## config.mk

```make
export PLATFORM = sky130hd
export DESIGN_NAME = bank_ap_tracker
export DESIGN_NICKNAME = d
export VERILOG_FILES = /design/src/rtl/apt_pkg.sv /design/src/rtl/apt_bank_fsm.sv /design/src/rtl/apt_cmd_check.sv /design/src/rtl/bank_ap_tracker.sv
export SDC_FILE = /design/constraint.sdc
export NUM_CORES = 1
export LEC_CHECK = 0
export ABC_CLOCK_PERIOD_IN_PS = 4090
export CORE_UTILIZATION = 29
export CTS_BUF_LIST = sky130_fd_sc_hd__clkbuf_4 sky130_fd_sc_hd__clkbuf_8
export DETAILED_ROUTE_END_ITERATION = 12
export PLACE_DENSITY = 0.55
export SKIP_LAST_GASP = 1
export SLEW_MARGIN = 0
export SYNTH_ARGS = -nofsm -noshare
export SYNTH_HDL_FRONTEND = slang
export SYNTH_SLANG_ARGS = --single-unit
```

## constraint.sdc

```tcl
create_clock -name clk -period 4.09 [get_ports clk]
set_input_delay 0.409 -clock clk [delete_from_list [all_inputs] [get_ports clk]]
set_output_delay 0.409 -clock clk [all_outputs]
set_load 0.01 [all_outputs]
```

## src/rtl/apt_pkg.sv

```systemverilog
package apt_pkg;

    typedef enum logic [2:0] {
        OP_NOP = 3'd0,
        OP_ACT = 3'd1,
        OP_RD  = 3'd2,
        OP_WR  = 3'd3,
        OP_BT  = 3'd4,
        OP_PRE = 3'd5
    } apt_op_e;

    typedef enum logic [2:0] {
        BK_IDLE,
        BK_ACTIVE,
        BK_RD_BURST,
        BK_WR_BURST,
        BK_AP_BURST,
        BK_RECOVER
    } bank_st_e;

    // Half the burst length in clock cycles (two beats per clock)
    function automatic logic [3:0] half_burst(input logic [1:0] code);
        unique case (code)
            2'd0:    return 4'd1;
            2'd1:    return 4'd2;
            default: return 4'd4;
        endcase
    endfunction

endpackage

```

## src/rtl/apt_bank_fsm.sv

```systemverilog
module apt_bank_fsm
    import apt_pkg::*;
#(
    parameter int ROW_W = 13,
    parameter int CNT_W = 6,
    parameter int TWR   = 1
) (
    input  logic             clk,
    input  logic             rst_n,
    input  logic             go_act,
    input  logic             go_rd,
    input  logic             go_wr,
    input  logic             go_pre,
    input  logic             go_bt,
    input  logic             ap,
    input  logic [ROW_W-1:0] row_in,
    input  logic [CNT_W-1:0] half_len,
    input  logic [CNT_W-1:0] trp_eff,
    output bank_st_e         st,
    output logic [ROW_W-1:0] row_q
);

    bank_st_e         st_n;
    logic [CNT_W-1:0] cnt, cnt_n;
    logic [ROW_W-1:0] row_n;
    logic [CNT_W-1:0] pre_pt;

    // Distance from the command to the implied precharge point
    assign pre_pt = go_wr ? half_len + CNT_W'(TWR) : half_len;

    always_ff @(posedge clk) begin
        if (!rst_n) begin
            st    <= BK_IDLE;
            cnt   <= '0;
            row_q <= '0;
        end else begin
            st    <= st_n;
            cnt   <= cnt_n;
            row_q <= row_n;
        end
    end

    always_comb begin
        st_n  = st;
        cnt_n = cnt;
        row_n = row_q;
        unique case (st)
            BK_IDLE: begin
                if (go_act) begin
                    st_n  = BK_ACTIVE;
                    row_n = row_in;
                end
            end
            BK_ACTIVE, BK_RD_BURST, BK_WR_BURST: begin
                if (go_rd || go_wr) begin
                    if (ap) begin
                        if (pre_pt == CNT_W'(1)) begin
                            st_n  = BK_RECOVER;
                            cnt_n = trp_eff;
                        end else begin
                            st_n  = BK_AP_BURST;
                            cnt_n = pre_pt - CNT_W'(1);
                        end
                    end else begin
                        st_n  = go_rd ? BK_RD_BURST : BK_WR_BURST;
                        cnt_n = half_len;
                    end
                end else if (go_pre) begin
                    if (trp_eff == CNT_W'(1)) begin
                        st_n = BK_IDLE;
                    end else begin
                        st_n  = BK_RECOVER;
                        cnt_n = trp_eff - CNT_W'(1);
                    end
                end else if (go_bt) begin
                    st_n = BK_ACTIVE;
                end else if (st != BK_ACTIVE) begin
                    if (cnt == CNT_W'(1)) st_n = BK_ACTIVE;
                    else                  cnt_n = cnt - CNT_W'(1);
                end
            end
            BK_AP_BURST: begin
                if (cnt == CNT_W'(1)) begin
                    st_n  = BK_RECOVER;
                    cnt_n = trp_eff;
                end else begin
                    cnt_n = cnt - CNT_W'(1);
                end
            end
            BK_RECOVER: begin
                if (cnt == CNT_W'(1)) st_n = BK_IDLE;
                else                  cnt_n = cnt - CNT_W'(1);
            end
            default: st_n = BK_IDLE;
        endcase
    end


    bank_locked_no_cmd_chk: assert property (@(posedge clk) disable iff (!rst_n)
        (st == BK_AP_BURST || st == BK_RECOVER) |-> !(go_act || go_rd || go_wr || go_pre || go_bt));


    recover_exit_chk: assert property (@(posedge clk) disable iff (!rst_n)
        (st == BK_RECOVER) |=> (st == BK_RECOVER || st == BK_IDLE));


    plain_read_no_lock_chk: assert property (@(posedge clk) disable iff (!rst_n)
        (go_rd && !ap) |=> (st == BK_RD_BURST));


    stop_only_in_read_chk: assert property (@(posedge clk) disable iff (!rst_n)
        go_bt |-> (st == BK_RD_BURST));


    count_live_chk: assert property (@(posedge clk) disable iff (!rst_n)
        (st == BK_RD_BURST || st == BK_WR_BURST || st == BK_AP_BURST || st == BK_RECOVER)
        |-> (cnt != '0));

endmodule

```

## src/rtl/apt_cmd_check.sv

```systemverilog
module apt_cmd_check
    import apt_pkg::*;
#(
    parameter int NB     = 4,
    parameter int BANK_W = 2
) (
    input  logic              clk,
    input  logic              rst_n,
    input  logic [2:0]        op,
    input  logic [BANK_W-1:0] bank,
    input  logic              ap,
    input  bank_st_e          st [NB],
    output logic              reject,
    output logic [NB-1:0]     go_act,
    output logic [NB-1:0]     go_rd,
    output logic [NB-1:0]     go_wr,
    output logic [NB-1:0]     go_pre,
    output logic [NB-1:0]     go_bt
);

    logic [BANK_W-1:0] last_bank;
    logic              last_plain_rd;
    logic [BANK_W-1:0] target;
    bank_st_e          sel_st;
    logic              ok;
    logic              open_st;

    assign target  = (op == OP_BT) ? last_bank : bank;
    assign sel_st  = st[target];
    assign open_st = (sel_st == BK_ACTIVE) || (sel_st == BK_RD_BURST) || (sel_st == BK_WR_BURST);

    always_comb begin
        unique case (op)
            OP_NOP:        ok = 1'b1;
            OP_ACT:        ok = (sel_st == BK_IDLE);
            OP_RD, OP_WR:  ok = open_st;
            OP_PRE:        ok = open_st || (sel_st == BK_IDLE);
            OP_BT:         ok = last_plain_rd && (sel_st == BK_RD_BURST);
            default:       ok = 1'b0;
        endcase
    end

    assign reject = !ok;

    always_comb begin
        for (int i = 0; i < NB; i++) begin
            go_act[i] = ok && (op == OP_ACT) && (target == BANK_W'(i));
            go_rd[i]  = ok && (op == OP_RD)  && (target == BANK_W'(i));
            go_wr[i]  = ok && (op == OP_WR)  && (target == BANK_W'(i));
            go_pre[i] = ok && (op == OP_PRE) && (target == BANK_W'(i));
            go_bt[i]  = ok && (op == OP_BT)  && (target == BANK_W'(i));
        end
    end

    always_ff @(posedge clk) begin
        if (!rst_n) begin
            last_bank     <= '0;
            last_plain_rd <= 1'b0;
        end else if (ok && (op == OP_RD || op == OP_WR)) begin
            last_bank     <= bank;
            last_plain_rd <= (op == OP_RD) && !ap;
        end else if (ok && op == OP_BT) begin
            last_plain_rd <= 1'b0;
        end
    end


    single_stop_chk: assert property (@(posedge clk) disable iff (!rst_n)
        (op == OP_BT && !reject) |=> !(op == OP_BT && !reject));


    one_strobe_chk: assert property (@(posedge clk) disable iff (!rst_n)
        $countones({go_act, go_rd, go_wr, go_pre, go_bt}) <= 1);

endmodule

```

## src/rtl/bank_ap_tracker.sv

```systemverilog
module bank_ap_tracker
    import apt_pkg::*;
#(
    parameter int NB    = 4,
    parameter int ROW_W = 13,
    parameter int TRP_W = 4,
    parameter int TWR   = 1
) (
    input  logic                clk,
    input  logic                rst_n,
    input  logic [2:0]          cmd_op,
    input  logic [1:0]          cmd_bank,
    input  logic [ROW_W-1:0]    cmd_addr,
    input  logic [1:0]          cfg_bl,
    input  logic [TRP_W-1:0]    cfg_trp,
    output logic                cmd_reject,
    output logic [NB-1:0]       bank_open,
    output logic [NB-1:0]       bank_busy,
    output logic [NB-1:0]       bank_ready,
    output logic [NB*ROW_W-1:0] open_rows
);

    localparam int BANK_W = $clog2(NB);
    localparam int CNT_W  = TRP_W + 2;
    localparam int AP_BIT = 10;

    bank_st_e         bank_st [NB];
    logic [NB-1:0]    go_act, go_rd, go_wr, go_pre, go_bt;
    logic [CNT_W-1:0] half_len, trp_eff;

    assign half_len = CNT_W'(half_burst(cfg_bl));
    assign trp_eff  = (cfg_trp == '0) ? CNT_W'(1) : CNT_W'(cfg_trp);

    apt_cmd_check #(.NB(NB), .BANK_W(BANK_W)) i_check (
        .clk    (clk),
        .rst_n  (rst_n),
        .op     (cmd_op),
        .bank   (cmd_bank[BANK_W-1:0]),
        .ap     (cmd_addr[AP_BIT]),
        .st     (bank_st),
        .reject (cmd_reject),
        .go_act (go_act),
        .go_rd  (go_rd),
        .go_wr  (go_wr),
        .go_pre (go_pre),
        .go_bt  (go_bt)
    );

    for (genvar b = 0; b < NB; b++) begin : g_bank
        apt_bank_fsm #(.ROW_W(ROW_W), .CNT_W(CNT_W), .TWR(TWR)) i_bank (
            .clk      (clk),
            .rst_n    (rst_n),
            .go_act   (go_act[b]),
            .go_rd    (go_rd[b]),
            .go_wr    (go_wr[b]),
            .go_pre   (go_pre[b]),
            .go_bt    (go_bt[b]),
            .ap       (cmd_addr[AP_BIT]),
            .row_in   (cmd_addr),
            .half_len (half_len),
            .trp_eff  (trp_eff),
            .st       (bank_st[b]),
            .row_q    (open_rows[b*ROW_W +: ROW_W])
        );
    end

    always_comb begin
        for (int b = 0; b < NB; b++) begin
            bank_open[b]  = (bank_st[b] == BK_ACTIVE)   || (bank_st[b] == BK_RD_BURST) ||
                            (bank_st[b] == BK_WR_BURST) || (bank_st[b] == BK_AP_BURST);
            bank_busy[b]  = (bank_st[b] == BK_RD_BURST) || (bank_st[b] == BK_WR_BURST) ||
                            (bank_st[b] == BK_AP_BURST) || (bank_st[b] == BK_RECOVER);
            bank_ready[b] = !((bank_st[b] == BK_AP_BURST) || (bank_st[b] == BK_RECOVER));
        end
    end


    locked_act_reject_chk: assert property (@(posedge clk) disable iff (!rst_n)
        (cmd_op == OP_ACT && !bank_ready[cmd_bank[BANK_W-1:0]]) |-> cmd_reject);


    nop_accept_chk: assert property (@(posedge clk) disable iff (!rst_n)
        (cmd_op == OP_NOP) |-> !cmd_reject);

endmodule

```

-- After elaboration in Yosys (flattened, before gate mapping)
Index checks and enable logic that the tools add are counted.
- $add $sub $neg: 10
- order comparisons: 1
- equal/unequal tests: 77
- muxes and demuxes: 99
- bitwise logic cells: 1
- reductions and logical operators: 101
- operators by type and width (kind ; count):
    $mux W6 ; 37
    $mux W3 ; 39
    $pmux W6 S3 ; 4
    $eq A6 B1 Y1 const B ; 8
    $pmux W3 S4 ; 4
    $sub A6 B1 Y6 const B ; 8
    $ne A5 B1 Y1 const B ; 8
    $eq A3 B2 Y1 const B ; 12
    $logic_or A1 B1 Y1 ; 36
    $eq A3 B3 Y1 const B ; 10
    $logic_and A1 B1 Y1 ; 28
    $ne A2 B1 Y1 const B ; 12
    $reduce_and A5 Y1 ; 4
    $eq A3 B1 Y1 const B ; 6
    $logic_not A3 Y1 ; 6
    $ne A4 B1 Y1 const B ; 4
    $ne A4 B3 Y1 const B ; 4
    $ne A4 B4 Y1 const B ; 4
    $reduce_and A4 Y1 ; 4
    $ne A3 B1 Y1 const B ; 4
    $reduce_bool A3 Y1 ; 4
    $reduce_or A3 Y1 ; 4
    $mux W1 ; 10
    $reduce_and A2 Y1 ; 4
    17 further kinds ; 25
- bits in registers: 91
- input port bits: 26
- output and inout port bits: 65

-- Longest topological paths before layout
- depth in word-level cells: 19
- gate-level depth with buffers: 16
- mapped depth without buffers: 14

-- By module
From an unflattened synthesis, not the netlist that was laid out.
- cells, all modules: 1151
- area total of the unflattened synthesis: 8694.6 sq um
- by module, submodules not included (module ; instances ; cells an instance ; area an instance (sq um) ; seq. area each (sq um)):
    apt_bank_fsm (g_bank[0].i_bank ...) ; 2 ; 262 ; 2013.2 ; 440.4
    apt_bank_fsm (g_bank[2].i_bank) ; 1 ; 261 ; 2011.9 ; 440.4
    apt_bank_fsm (g_bank[3].i_bank) ; 1 ; 254 ; 1895.6 ; 440.4
    apt_cmd_check ; 1 ; 85 ; 594.3 ; 60.1
    bank_ap_tracker ; 1 ; 27 ; 166.4 ; 0.0

-- Worst setup path after synthesis
No wires, ideal clock.
- kind: input-to-reg
- from: input cmd_op[0]
- to: register g_bank[2].i_bank.cnt[3]
- setup time: 0.058 ns
- arrival time: 3.417 ns
- required time: 4.032 ns
- slack: 0.615 ns
- cell stages on the path: 14
- buffers on the path: 3
- path through: buf_4 -> nor3b_4 -> buf_6 -> mux2_4 -> nor2_1 -> nand2_1 -> a21oi_1 -> ha_1 -> clkbuf_1 -> nand2_1 -> or3_1 -> a21o_1 -> a2111oi_0 -> o21a_1
- cells in the longest elaborated chain, start to end: 19
- elaborated cells on any way between the ends: 43
- classes of those cells: add/sub (1); eq/ne (13); mux (11); bitwise (1); reduce/logical (17)
- RTL lines (what ; line ; RTL):
    start: declaration ; bank_ap_tracker.sv:11 ; input logic [2:0] cmd_op,
    $eq A3 B3 Y1 ; apt_cmd_check.sv:28, apt_cmd_check.sv:33, apt_cmd_check.sv:51 ;
    $mux W2 ; apt_cmd_check.sv:28 ; assign target = (op == OP_BT) ? last_bank : bank;
    $not A2 Y3 (implied by the code) ; apt_cmd_check.sv:29 ; assign sel_st = st[target];
    $bmux W3 S2 ; apt_cmd_check.sv:29 ;
    $mux W3 (implied by the code) (2 in a row) ; apt_cmd_check.sv:29 ;
    $eq A3 B1 Y1 / $eq A3 B2 Y1 (equally long branches) ; apt_cmd_check.sv:30, apt_cmd_check.sv:38 ;
    $logic_or A1 B1 Y1 (2 in a row) ; apt_cmd_check.sv:30 ; assign open_st = (sel_st == BK_ACTIVE) || (sel_st == BK_RD_BURST) || (sel_st == BK_WR_BURST);
    $logic_or A1 B1 Y1 ; apt_cmd_check.sv:37 ; OP_PRE: ok = open_st || (sel_st == BK_IDLE);
    $pmux W1 S5 ; apt_cmd_check.sv:33 ; unique case (op)
    $logic_and A1 B1 Y1 (2 in a row) ; apt_cmd_check.sv:49 ; go_wr[i] = ok && (op == OP_WR) && (target == BANK_W'(i));
    $mux W6 ; apt_bank_fsm.sv:29 ; assign pre_pt = go_wr ? half_len + CNT_W'(TWR) : half_len;
    $sub A6 B1 Y6 / $eq A6 B1 Y1 (equally long branches) ; apt_bank_fsm.sv:62, apt_bank_fsm.sv:57 ;
    $mux W6 ; apt_bank_fsm.sv:57 ; if (pre_pt == CNT_W'(1)) begin
    $mux W6 ; apt_bank_fsm.sv:56 ; if (ap) begin
    $mux W6 ; apt_bank_fsm.sv:55 ; if (go_rd || go_wr) begin
    $pmux W6 S3 ; apt_bank_fsm.sv:47 ; unique case (st)
    end signal: assignment ; apt_bank_fsm.sv:38 ; cnt <= cnt_n;
    end: declaration ; apt_bank_fsm.sv:24 ; logic [CNT_W-1:0] cnt, cnt_n;
Parallel ways exist; a longest one is shown, timed or not. The select of a mux whose other input is x is not followed.
A chain may end at the register's enable or synchronous reset.

-- Worst setup path in the final report
- from: register g_bank[3].i_bank.st[2]
- to: output cmd_reject
- cells in the longest elaborated chain, start to end: 9
- elaborated cells on any way between the ends: 13
- classes of those cells: eq/ne (3); mux (4); reduce/logical (6)
- RTL lines (what ; line ; RTL):
    start: declaration ; apt_bank_fsm.sv:19 ; output bank_st_e st,
    start signal: assignment ; apt_bank_fsm.sv:37 ; st <= st_n;
    $bmux W3 S2 * ; apt_cmd_check.sv:29 ;
    $mux W3 (implied by the code) * (2 in a row) ; apt_cmd_check.sv:29 ;
    $eq A3 B1 Y1 / $eq A3 B2 Y1 (equally long branches) ; apt_cmd_check.sv:30, apt_cmd_check.sv:38 ;
    $logic_or A1 B1 Y1 (2 in a row) ; apt_cmd_check.sv:30 ;
    $logic_or A1 B1 Y1 ; apt_cmd_check.sv:37 ;
    $pmux W1 S5 * ; apt_cmd_check.sv:33 ;
    $logic_not A1 Y1 * ; apt_cmd_check.sv:43 ; assign reject = !ok;
    end: declaration ; bank_ap_tracker.sv:16 ; output logic cmd_reject,
Every way passes the cells marked *; elsewhere a longest branch is shown, timed or not. The select of a mux whose other input is x is not followed.

==> metrics.cfg <==
[place]
hpwl_um=18500
gp_congestion=0.933
post-place-ws_ps=183
port_buffers=90

[timing]
drv_slew=0
setup_violations=0
hold_viol=0
worst_clock_skew_ps=12.5
worst_slack_ps=464
worst_pin_slew_ps=834
tns_ps=0
fin_crit_ps=3630
max_freq_mhz=276
relSlewSlack_pct=44.4
fin_crit_sh_pct=88.6
rsz0062_at_grt=no

[critical_path]
critPathRequiredTime_ps=3680
worstRegToRegCells=14
crit_chain=buf_4, nor3b_1, mux4_2, a21oi_1, nor2b_1, o22ai_1, a221oi_1, nor2_1, clkdlybuf4s50_1
rrSetupSlack_ps=640
critPathLaunch=g_bank[3].i_bank.st[2]
worstReg2RegStart=g_bank[2].i_bank.st[1]
end_kind=output port
r2r-end=g_bank[0].i_bank.cnt[2]
crit_fanout=14
worstSetupPathType=reg2out
cp_data_arrival_time_ps=3220
start_kind=flip-flop
crit_end=cmd_reject
crit_slowest_cell=nor3b_1
critPathMaxStageDelay_ps=560

[logic_synthesis]
synth-main-ff-cell=dfxtp_1
synth_cell_types=91
syn_nets=935
synth_warnings=0
synthArstFlopShare_pct=0
syn_area_sq_um=6720
synth_seq_cells=91
syn_inst=890
avgSynthCellArea_sq_um=7.55
synth_edf_count=0
yosysSeqAreaShare_pct=27.1

[drt]
drcViolationCount=0
first_iter_violations=616
drt_pass1_iterations=5
via_count=6951
ant_nets=0
avgViaCountPerCell=5.46
wire_per_inst_um=19.7
postRouteWirelength_um=25200

[run]
drv_cap=0

[clock_tree]
cts_buffers=9
clk_latency_ps=390
ctsHoldBuffers=0
cts_setup_buffers=0
clkTransAtPathRegs_ps=110
cts_sinks=91
clockBufferDepth=2
tritoncts=yes
h-tree-depth=3
cts-root-buf=clkbuf_8
cts_resized=0

[final_layout]
fin_nets=1028
final_util_pct=36.5
multi_input_area_sq_um=4530
area_growth_syn_to_layout_pct=23.3
seqCellArea_sq_um=1820
n_fill_cell=2388
drive_gt1_share_pct=11.7

[power_and_ir_drop]
leakagePower_uw=0.00293
ir_worst_vdd_v=0.000129
power_uw=2530
power_density_nw_per_um2=305

[floorplanning]
fp.dieW_um=154
core_region_area_sq_um=22700
die-height_um=154
rows=55
pin_count=91
dieArea_sq_um=23800
start_util_pct=29.6

[global_route]
grt_max_degree=40
grt_pass1_wl_um=39000
grt_pass1_vias=6545
overflow=0
globalRouteTotalUtil_pct=21.2
antenna_found_initial=1

[worst_hold_path]
hp-class=reg2reg

[status]
outcome=complete, no violations

metal layers:
metal / wire [um] / part of all wire (%) / vias to the layer above / GRT usage, %
met4: 646 / 2.6 / 0 / 8.11
met1: 11500 / 46 / 3269 / 29.0
li1: - / - / 3409 / -
met3: 1530 / 6.1 / 50 / 3.70
met5: 0 / 0 / - / 0
met2: 11500 / 46 / 223 / 33.3
critical path, delay by kind of cell (launching register included):
kind                   cells  cell delay [ps]
AOI/OAI and AO/OA          3              440
buffers and inverters      2              720
DFF                        1              400
muxes                      1              520
and+or+nand+nor            3              740
registers in the layout, summed over array words and instances, names as in the netlist:
| name | count |
|---|---|
| i_check.last_plain_rd | 1 |
| g_bank.i_bank.row_q | 52 |
| i_check.last_bank | 2 |
| g_bank.i_bank.st | 12 |
| g_bank.i_bank.cnt | 24 |
cell usage in the layout (no fill, tap or decap), drive strengths merged, types with 7 or more instances in the layout:
master,instances
nor2b,8
a22oi,7
o21a,10
clkbuf,9
mux2i,26
a31oi,19
nor2,80
and2,7
nor3b,9
nand3,23
buf,48
a221oi,8
nor3,32
o211ai,18
a211o,8
clkdlybuf4s50,90
nand2,181
o21ai,28
dfxtp,91
nor4,7
ha,19
or3,8
xnor2,16
a211oi,10
a21oi,91
inv,30
xor2,10
synth_stat cells, types with 5 or more instances:
master | instances | share of area (%)
nand2_1 | 180 | 10
dfxtp_1 | 91 | 27
a21oi_1 | 90 | 6.7
nor2_1 | 78 | 4.4
clkbuf_1 | 37 | 2.1
nor3_1 | 28 | 2.1
inv_1 | 26 | 1.5
o21ai_0 | 23 | 1.7
mux2i_1 | 20 | 3.0
nand3_1 | 20 | 1.5
a31oi_1 | 19 | 1.8
ha_1 | 19 | 3.5
o211ai_1 | 16 | 1.8
xnor2_1 | 16 | 2.1
o21a_1 | 10 | 1.1
xor2_1 | 10 | 1.3
buf_2 | 9 | 0.67
a211o_1 | 8 | 1.0
a211oi_1 | 8 | 0.89
a221oi_1 | 8 | 1.0
nor2b_1 | 8 | 0.74
and2_1 | 7 | 0.65
nor3b_1 | 7 | 0.78
or3_1 | 7 | 0.65
a22oi_1 | 6 | 0.67
o22ai_1 | 6 | 0.56
a21o_1 | 5 | 0.56
nor4_1 | 5 | 0.47
power breakdown:
part           internal, uW  total, uW  switching, uW
clock                   300        705            405
sequential              924        982           57.3
combinational           361        839            478
total                  1590       2530            940
cell type report:
| type | count | area share, % |
|---|---|---|
| repair buffers | 138 | 15.2 |
| flip-flops and latches | 91 | 22.0 |
| multi-input cells | 714 | 54.6 |
| clock buffers | 9 | 1.49 |
| clock inverters | 7 | 1.12 |
| inverters | 29 | 1.31 |
| diodes | 1 | 0.0302 |
| well taps | 285 | 4.30 |
how the worst min path moves through the flow:
stage / start / to / slack (ps) / cells past startpoint
after detailed placement: g_bank[0].i_bank.row_q[10] / g_bank[0].i_bank.row_q[10] / 450 / 2
after global placement: g_bank[3].i_bank.row_q[5] / g_bank[3].i_bank.row_q[5] / 440 / 2
after CTS: g_bank[0].i_bank.row_q[10] / g_bank[0].i_bank.row_q[10] / 460 / 2
after floorplan: g_bank[1].i_bank.cnt[4] / g_bank[1].i_bank.cnt[4] / 460 / 2
final: g_bank[1].i_bank.row_q[10] / g_bank[1].i_bank.row_q[10] / 460 / 2
after global routing: g_bank[3].i_bank.row_q[5] / g_bank[3].i_bank.row_q[5] / 470 / 2
per-stage QoR:
| stage | hold WS, ps | area, sq um | cells |
|---|---|---|---|
| 2_1_floorplan | 456 | 6720 | 890 |
| 3_3_place_gp | 441 | 8070 | 1257 |
| 3_5_place_dp | 447 | 8070 | 1257 |
| 4_1_cts | 461 | 8290 | 1273 |
| 5_1_grt | 474 | 8290 | 1273 |
| 6_report | 460 | 8290 | 1274 |
cell families (layout without fill, tap and decap cells):
kind of cell,Yosys count,in the layout,share of synthesized area [%]
AO/OA/AOI/OAI,262,262,27.6
XOR/XNOR,26,26,3.39
adder cells (fa/ha/maj),19,19,3.54
buffers and inverters,85,183,5.60
flip-flops,91,91,27.1
multiplexers,35,35,6.90
other,0,1,0
AND/OR/NAND/NOR,372,372,25.9
Note: power is estimated with default switching activity, not from simulation.
